==> src/rtl/dbe_pkg.sv <==
package dbe_pkg;
    localparam int DIV_W     = 3;
    localparam int TW0_W     = 4;
    localparam int TW1_W     = 6;
    localparam int LEN_W     = 18;
    localparam int WORD_W    = 32;
    localparam int BUS_W     = 16;
    localparam int NB_W      = BUS_W / 2;
    localparam int TW1_FLOOR = 2;
    localparam int SH_W      = $clog2(WORD_W) + 1;

    typedef enum logic [1:0] {
        ST_IDLE = 2'd0,
        ST_LOAD = 2'd1,
        ST_ACT  = 2'd2,
        ST_REST = 2'd3
    } st_e;

    typedef struct packed {
        st_e               st;
        logic              rd;
        logic              wide;
        logic              dc;
        logic [TW0_W-1:0]  tw0;
        logic [TW1_W-1:0]  tw1;
        logic [LEN_W-1:0]  rem;
        logic [TW1_W-1:0]  cnt;
        logic [1:0]        bidx;
        logic [WORD_W-1:0] word;
    } seq_s;
endpackage

==> src/rtl/dbe_tick_gen.sv <==
module dbe_tick_gen #(
    parameter int DW = 3
) (
    input  logic          clk,
    input  logic          rst_n,
    input  logic          en,
    input  logic [DW-1:0] div_m1,
    output logic          tick
);
    logic [DW-1:0] cnt_d, cnt_q;

    always_comb begin
        tick  = en && (cnt_q == div_m1);
        cnt_d = cnt_q;
        if (!en)       cnt_d = '0;
        else if (tick) cnt_d = '0;
        else           cnt_d = cnt_q + DW'(1);
    end

    always_ff @(posedge clk or negedge rst_n) begin
        if (!rst_n) cnt_q <= '0;
        else        cnt_q <= cnt_d;
    end


    tick_reach_chk: assert property (@(posedge clk) disable iff (!rst_n)
        (en && $past(en) && !$past(tick)) |-> (cnt_q != '0));
endmodule

==> src/rtl/dbe_fifo.sv <==
module dbe_fifo #(
    parameter int W     = 32,
    parameter int DEPTH = 4
) (
    input  logic         clk,
    input  logic         rst_n,
    input  logic         push,
    input  logic [W-1:0] pdata,
    input  logic         pop,
    output logic [W-1:0] qdata,
    output logic         full,
    output logic         empty
);
    localparam int AW = (DEPTH > 1) ? $clog2(DEPTH) : 1;

    typedef struct packed {
        logic [AW-1:0] wp;
        logic [AW-1:0] rp;
        logic [AW:0]   cnt;
    } ptr_s;

    ptr_s         d, q;
    logic [W-1:0] mem_q [DEPTH];

    always_comb begin
        d     = q;
        full  = (q.cnt == (AW+1)'(DEPTH));
        empty = (q.cnt == '0);
        qdata = mem_q[q.rp];
        if (push) d.wp = (q.wp == AW'(DEPTH-1)) ? '0 : q.wp + AW'(1);
        if (pop)  d.rp = (q.rp == AW'(DEPTH-1)) ? '0 : q.rp + AW'(1);
        case ({push, pop})
            2'b10:   d.cnt = q.cnt + (AW+1)'(1);
            2'b01:   d.cnt = q.cnt - (AW+1)'(1);
            default: d.cnt = q.cnt;
        endcase
    end

    always_ff @(posedge clk or negedge rst_n) begin
        if (!rst_n) q <= '0;
        else        q <= d;
    end

    always_ff @(posedge clk) begin
        if (push) mem_q[q.wp] <= pdata;
    end


    no_overflow_chk: assert property (@(posedge clk) disable iff (!rst_n)
        push |-> !full);

    no_underflow_chk: assert property (@(posedge clk) disable iff (!rst_n)
        pop |-> !empty);
endmodule

==> src/rtl/dbe_seq.sv <==
module dbe_seq
    import dbe_pkg::*;
(
    input  logic              clk,
    input  logic              rst_n,
    input  logic              start,
    input  logic              cfg_rd,
    input  logic              cfg_data,
    input  logic              cfg_wide,
    input  logic [TW0_W-1:0]  cfg_tw0,
    input  logic [TW1_W-1:0]  cfg_tw1,
    input  logic [LEN_W-1:0]  cfg_len_m1,
    input  logic [BUS_W-1:0]  bus_din,
    input  logic              tick,
    input  logic              f_empty,
    input  logic              f_full,
    input  logic [WORD_W-1:0] f_q,
    output logic              tick_en,
    output logic              f_pop,
    output logic              f_push,
    output logic [WORD_W-1:0] f_pdata,
    output logic              mode_rd,
    output logic              busy,
    output logic              cs_n,
    output logic              we_n,
    output logic              re_n,
    output logic              dc,
    output logic              oe,
    output logic [BUS_W-1:0]  dout
);
    localparam int BEATS_N = WORD_W / NB_W;
    localparam int BEATS_W = WORD_W / BUS_W;

    seq_s              d, q;
    logic [SH_W-1:0]   sh;
    logic              last_beat;
    logic [BUS_W-1:0]  beat_in;
    logic [WORD_W-1:0] merged;
    logic [WORD_W-1:0] word_sh;

    always_comb begin
        d       = q;
        f_pop   = 1'b0;
        f_push  = 1'b0;
        sh      = SH_W'(q.bidx) * SH_W'(q.wide ? BUS_W : NB_W);
        last_beat = q.wide ? (q.bidx == 2'(BEATS_W - 1))
                           : (q.bidx == 2'(BEATS_N - 1));
        beat_in = q.wide ? bus_din : {{(BUS_W-NB_W){1'b0}}, bus_din[NB_W-1:0]};
        merged  = q.word | (WORD_W'(beat_in) << sh);
        word_sh = q.word >> sh;
        f_pdata = merged;

        case (q.st)
            ST_IDLE: begin
                if (start) begin
                    d.st   = ST_LOAD;
                    d.rd   = cfg_rd;
                    d.wide = cfg_wide;
                    d.dc   = cfg_data;
                    d.tw0  = cfg_tw0;
                    d.tw1  = (cfg_tw1 < TW1_W'(TW1_FLOOR)) ? TW1_W'(TW1_FLOOR) : cfg_tw1;
                    d.rem  = cfg_len_m1;
                    d.cnt  = '0;
                    d.bidx = '0;
                    d.word = '0;
                end
            end
            ST_LOAD: begin
                d.cnt = '0;
                if (q.rd) begin
                    if (!f_full) d.st = ST_ACT;
                end else if (q.bidx != '0) begin
                    d.st = ST_ACT;
                end else if (!f_empty) begin
                    f_pop  = 1'b1;
                    d.word = f_q;
                    d.st   = ST_ACT;
                end
            end
            ST_ACT: begin
                if (tick) begin
                    if (q.cnt == TW1_W'(q.tw0)) begin
                        d.st  = ST_REST;
                        d.cnt = '0;
                        if (q.rd) begin
                            d.word = merged;
                            if (last_beat || q.rem == '0) begin
                                f_push = 1'b1;
                                d.word = '0;
                            end
                        end
                    end else begin
                        d.cnt = q.cnt + TW1_W'(1);
                    end
                end
            end
            ST_REST: begin
                if (tick) begin
                    if (q.cnt == q.tw1) begin
                        d.cnt = '0;
                        if (q.rem == '0) begin
                            d.st = ST_IDLE;
                        end else begin
                            d.rem  = q.rem - LEN_W'(1);
                            d.bidx = last_beat ? 2'd0 : q.bidx + 2'd1;
                            d.st   = ST_LOAD;
                        end
                    end else begin
                        d.cnt = q.cnt + TW1_W'(1);
                    end
                end
            end
            default: d.st = ST_IDLE;
        endcase

        tick_en = (q.st == ST_ACT) || (q.st == ST_REST);
        busy    = (q.st != ST_IDLE);
        cs_n    = (q.st == ST_IDLE);
        we_n    = !((q.st == ST_ACT) && !q.rd);
        re_n    = !((q.st == ST_ACT) && q.rd);
        dc      = q.dc;
        mode_rd = q.rd;
        oe      = busy && !q.rd;
        dout    = '0;
        if (oe) dout = q.wide ? word_sh[BUS_W-1:0]
                              : {{(BUS_W-NB_W){1'b0}}, word_sh[NB_W-1:0]};
    end

    always_ff @(posedge clk or negedge rst_n) begin
        if (!rst_n) q <= '0;
        else        q <= d;
    end


    strobe_cs_chk: assert property (@(posedge clk) disable iff (!rst_n)
        (!we_n || !re_n) |-> !cs_n);

    one_strobe_chk: assert property (@(posedge clk) disable iff (!rst_n)
        we_n || re_n);

    dc_hold_chk: assert property (@(posedge clk) disable iff (!rst_n)
        (!cs_n && $past(!cs_n)) |-> $stable(dc));

    rest_min_chk: assert property (@(posedge clk) disable iff (!rst_n)
        ($rose(we_n) && !cs_n) |=> we_n ##1 we_n);
endmodule

==> src/rtl/disp_bus_engine.sv <==
module disp_bus_engine
    import dbe_pkg::*;
#(
    parameter int FIFO_DEPTH = 4
) (
    input  logic              clk,
    input  logic              rst_n,
    input  logic              start,
    input  logic              cfg_rd,
    input  logic              cfg_data,
    input  logic              cfg_wide,
    input  logic [DIV_W-1:0]  cfg_div_m1,
    input  logic [TW0_W-1:0]  cfg_tw0,
    input  logic [TW1_W-1:0]  cfg_tw1,
    input  logic [LEN_W-1:0]  cfg_len_m1,
    input  logic              wr_valid,
    input  logic [WORD_W-1:0] wr_data,
    output logic              wr_ready,
    input  logic              rd_ready,
    output logic              rd_valid,
    output logic [WORD_W-1:0] rd_data,
    output logic              idle,
    output logic              bus_cs_n,
    output logic              bus_dc,
    output logic              bus_we_n,
    output logic              bus_re_n,
    output logic              bus_oe,
    output logic [BUS_W-1:0]  bus_dout,
    input  logic [BUS_W-1:0]  bus_din
);
    logic              tick, tick_en;
    logic              e_pop, e_push, mode_rd, busy;
    logic [WORD_W-1:0] e_pdata;
    logic              f_push, f_pop, f_full, f_empty;
    logic [WORD_W-1:0] f_pdata, f_q;
    logic [DIV_W-1:0]  div_q;

    always_ff @(posedge clk or negedge rst_n) begin
        if (!rst_n)              div_q <= '0;
        else if (start && !busy) div_q <= cfg_div_m1;
    end

    always_comb begin
        f_push   = mode_rd ? e_push  : (wr_valid && !f_full);
        f_pdata  = mode_rd ? e_pdata : wr_data;
        f_pop    = mode_rd ? (rd_ready && !f_empty) : e_pop;
        wr_ready = !mode_rd && !f_full;
        rd_valid = mode_rd && !f_empty;
        rd_data  = f_q;
        idle     = !busy;
    end

    dbe_tick_gen #(.DW(DIV_W)) i_tick (
        .clk(clk), .rst_n(rst_n), .en(tick_en), .div_m1(div_q), .tick(tick)
    );

    dbe_fifo #(.W(WORD_W), .DEPTH(FIFO_DEPTH)) i_fifo (
        .clk(clk), .rst_n(rst_n), .push(f_push), .pdata(f_pdata), .pop(f_pop),
        .qdata(f_q), .full(f_full), .empty(f_empty)
    );

    dbe_seq i_seq (
        .clk(clk), .rst_n(rst_n), .start(start), .cfg_rd(cfg_rd),
        .cfg_data(cfg_data), .cfg_wide(cfg_wide), .cfg_tw0(cfg_tw0),
        .cfg_tw1(cfg_tw1), .cfg_len_m1(cfg_len_m1), .bus_din(bus_din),
        .tick(tick), .f_empty(f_empty), .f_full(f_full), .f_q(f_q),
        .tick_en(tick_en), .f_pop(e_pop), .f_push(e_push), .f_pdata(e_pdata),
        .mode_rd(mode_rd), .busy(busy), .cs_n(bus_cs_n), .we_n(bus_we_n),
        .re_n(bus_re_n), .dc(bus_dc), .oe(bus_oe), .dout(bus_dout)
    );


    idle_cs_chk: assert property (@(posedge clk) disable iff (!rst_n)
        idle |-> bus_cs_n);
endmodule

==> config.mk <==
export PLATFORM = sky130hd
export DESIGN_NAME = disp_bus_engine
export DESIGN_NICKNAME = d
export VERILOG_FILES = /design/src/rtl/dbe_pkg.sv /design/src/rtl/dbe_tick_gen.sv /design/src/rtl/dbe_fifo.sv /design/src/rtl/dbe_seq.sv /design/src/rtl/disp_bus_engine.sv
export SDC_FILE = /design/constraint.sdc
export NUM_CORES = 1
export LEC_CHECK = 0
export BUFFER_PORTS_ARGS = -buffer_cell sky130_fd_sc_hd__buf_2
export CAP_MARGIN = 25
export CORE_ASPECT_RATIO = 1.5
export CORE_UTILIZATION = 40
export CTS_CLUSTER_SIZE = 24
export DETAILED_ROUTE_END_ITERATION = 6
export RECOVER_POWER = 100
export SLEW_MARGIN = 10
export SYNTH_ARGS = -nofsm -noshare
export SYNTH_HDL_FRONTEND = slang
export SYNTH_SLANG_ARGS = --single-unit
export TNS_END_PERCENT = 1
==> constraint.sdc <==
create_clock -name clk -period 9.6 [get_ports clk]
set_input_delay 0.48 -clock clk [delete_from_list [all_inputs] [get_ports clk]]
set_output_delay 0.48 -clock clk [all_outputs]
set_load 0.02 [all_outputs]
==> flow_metrics.py <==
metrics = {
    "run_status": {
        "status": "finished, violations left",
        "violations": "max-capacitance violations, max-slew violations",
    },
    "cts": {
        "cts_buffers": 23,
        "cts_tree": "yes",
        "clockBufferDepth": 3,
        "hold_buffers": 0,
        "clk_pin_slew_ns": 0.07,
        "cts_sinks": 214,
        "post_cts_buffers": 0,
        "htree_levels": 1,
        "cts_resized": 0,
        "clockRootBuffer": "clkbuf_16",
        "clk_latency_ns": 0.51,
    },
    "yosys": {
        "syn_avg_cell_area_um2": 11.8,
        "ys_types": 64,
        "ys_seq_elements": 214,
        "syn_inst": 903,
        "synth_top_cell_area_share_pct": 36.2,
        "yosysMostFrequentCell": "edfxtp_1",
        "synth_nets": 1007,
        "synth-seq-area-share_pct": 56.4,
        "synth_area_leaders": "edfxtp_1 36%, dfrtp_1 20%, mux4_2 6.8%, o21ai_0 3.9%, a21oi_1 3.4%",
        "synth_edf_count": 128,
        "synthTopCellsByCount": "128 x edfxtp_1, 86 x dfrtp_1, 82 x o21ai_0",
        "async_flop_share_pct": 40.2,
        "syn-cell-area_um2": 10600,
        "synth_area_leader_cell": "edfxtp_1",
        "synth_ff_type": "edfxtp_1",
        "ys_warn_count": 0,
    },
    "cells_and_area": {
        "fin_nets": 1130,
        "num-fill-cells": 2437,
        "syn_to_final_growth_pct": 15.5,
        "final-seq-area_um2": 6000,
        "stdcell_area_um2": 12300,
        "multi_input_area_um2": 4270,
        "drive_gt1_share_pct": 18.0,
    },
    "worst_setup_path": {
        "end_kind": "flip-flop",
        "crit_arrival_ns": 6.13,
        "path_class": "reg -> reg",
        "r2r_start": "i_seq.mode_rd$_DFFE_PN0P_",
        "cp-start-kind": "flip-flop",
        "required_ns": 9.68,
        "path_max_fanout": 75,
        "cp-startpoint": "i_seq.mode_rd$_DFFE_PN0P_",
    },
    "sta": {
        "min_period_over_period_pct": 63.1,
        "timing.hold.ws_ns": 0.196,
        "fmax_mhz": 165,
        "maxSlewViolCount": 300,
        "setup_tns_ns": 0,
        "rsz0062_at_grt": "false",
        "final-hold-violation-count": 0,
        "maxSlewHeadroom_pct": -122,
        "skew_ns": 0.0115,
        "setup_violations": 0,
        "finalCriticalPeriod_ns": 6.06,
        "worst_pin_slew_ns": 3.32,
        "layout_setup_ws_ns": 3.54,
    },
    "floorplanning": {
        "die_y_um": 202,
        "initial_core_util_pct": 41.0,
        "dieArea_um2": 27200,
        "die_w_um": 135,
        "fp-row-count": 72,
        "ios": 143,
        "core_um2": 25900,
    },
    "global_route": {
        "grt_pass1_vias": 8036,
        "gr-usage-all-layers_pct": 22.3,
        "grt_start_max_net_pins": 76,
        "grt.overflow.total": 0,
        "grt_pass1_wl_mm": 46.0,
        "grt_antenna_before_repair": 1,
    },
    "route": {
        "finalWirelength_mm": 30.0,
        "drc": 0,
        "dr.pass1.iters": 5,
        "via_per_inst": 5.80,
        "wl_per_cell_um": 21.8,
        "drt_iter0_markers": 571,
        "final_antenna_net_count": 0,
        "routed-via-count": 7982,
    },
    "placement": {
        "dp_hpwl_mm": 20.6,
        "place.gp.congestion": 0.870,
        "port_buffers": 142,
        "dpl_cell_area_um2": 11600,
        "place_ws_ns": 6.25,
    },
    "pwr": {
        "leakagePower_nw": 4.57,
        "pwr_density_cell_nw_per_um2": 363,
        "finalPower_mw": 4.46,
        "irDropWorstVdd_uv": 247,
    },
    "min_path": {
        "min-delay-start": "cfg_len_m1[15]",
        "min_path_type": "in -> reg",
    },
    "job": {
        "drv_cap": 7,
    },
}
-- layout by cell type, fill, tap and decap left out, types with 5 or more instances in the layout --
cell type / synthesis / routed
edfxtp_1: 128 / 128
buf_2: 7 / 87
dfrtp_1: 86 / 84
o21ai_0: 82 / 83
a21oi_1: 73 / 73
nor2_1: 66 / 66
clkbuf_1: 47 / 66
nand2_1: 51 / 51
mux4_2: 32 / 32
inv_1: 31 / 31
and2_1: 28 / 27
clkbuf_16: 0 / 23
mux2_2: 20 / 20
a211oi_1: 18 / 18
nand3_1: 17 / 17
a31oi_1: 17 / 17
a22o_1: 16 / 16
ha_1: 16 / 16
xnor2_1: 14 / 14
or3_1: 9 / 10
mux2i_1: 10 / 10
o22ai_1: 10 / 10
nor3_1: 10 / 9
a21o_1: 9 / 9
o21bai_1: 8 / 8
nand2b_1: 7 / 7
o211ai_1: 6 / 6
o311ai_0: 6 / 6
xor2_1: 5 / 5
a32oi_1: 5 / 5
clkinv_1: 1 / 5
nor4_1: 5 / 5
buf_4: 1 / 5
-- sequential cells by signal (all words and copies together), names as in the netlist --
| name | flops |
|---|---|
| i_fifo.mem_q | 128 |
| i_seq.q | 71 |
| i_fifo.q | 7 |
| div_q | 3 |
| i_tick.cnt_q | 3 |
| i_seq.dc | 1 |
| i_seq.mode_rd | 1 |
-- final cells by class --
type,count,share of cell area [%]
Inverter,33,1.01
Sequential cell,214,48.8
Antenna cell,1,0.0204
Clock inverter,15,1.27
Tap cell,333,3.39
Clock buffer,26,4.86
Multi-Input combinational cell,598,34.8
Timing Repair Buffer,156,5.81
-- power by group --
part           leakage, nW  total (mW)  switching (mW)  internal (mW)
logic                 1.95        2.03            1.33          0.707
clock network        0.362       0.891           0.363          0.528
registers             2.26        1.53           0.189           1.34
total                 4.57        4.46            1.88           2.58
-- through the flow --
| stage | std cells | util (%) |
|---|---|---|
| 2_1_floorplan | 903 | - |
| 3_3_place_gp | 1333 | 44.9 |
| 3_5_place_dp | 1333 | 44.9 |
| 4_1_cts | 1374 | 47.8 |
| 5_1_grt | 1375 | 47.3 |
| 6_report | 1376 | 47.3 |
-- worst max-delay path: stages, from the launching register on --
cell      delay [ns]
dfrtp_2         0.33
clkbuf_1        2.31
nand4_1         0.36
nor3_1          0.34
a32oi_1         0.36
nor2b_2         0.19
clkbuf_1        1.69
-- cell families after synthesis --
group / Yosys count / share of synthesized area, %
AND/OR/NAND/NOR: 216 / 9.83
adder cells (fa/ha/maj): 17 / 2.07
multiplexers: 62 / 9.84
buffers and inverters: 91 / 3.40
XOR/XNOR: 19 / 1.57
AO/OA/AOI/OAI: 284 / 16.9
flip-flops: 214 / 56.4
-- final timing paths --
check | to | slack (ns) | cells after the start
worst max-delay path | i_fifo.mem_q[3][24]$_DFFE_PP_ | 3.54 | 6
worst min-delay path | i_seq.q[55]$_DFFE_PN0P_ | 0.20 | 3
worst max register to register | i_fifo.mem_q[3][24]$_DFFE_PP_ | 3.54 | 6
worst min register to register | i_tick.cnt_q[0]$_DFF_PN0_ | 0.48 | 1
max in group asynchronous | i_fifo.q[3]$_DFFE_PN0P_ | 5.46 | 2
min in group asynchronous | i_seq.q[65]$_DFFE_PN0P_ | 0.85 | 1
-- metal layers --
metal  vias to the layer above  track usage [%]  wire length, µm
li1                       3663                -                -
met1                      3945             26.9            11500
met2                       307             38.5            15200
met3                        67             3.48             1930
met4                         0             10.5             1390
met5                         -                0                0
No activity file was read; power rests on OpenSTA's default activity.
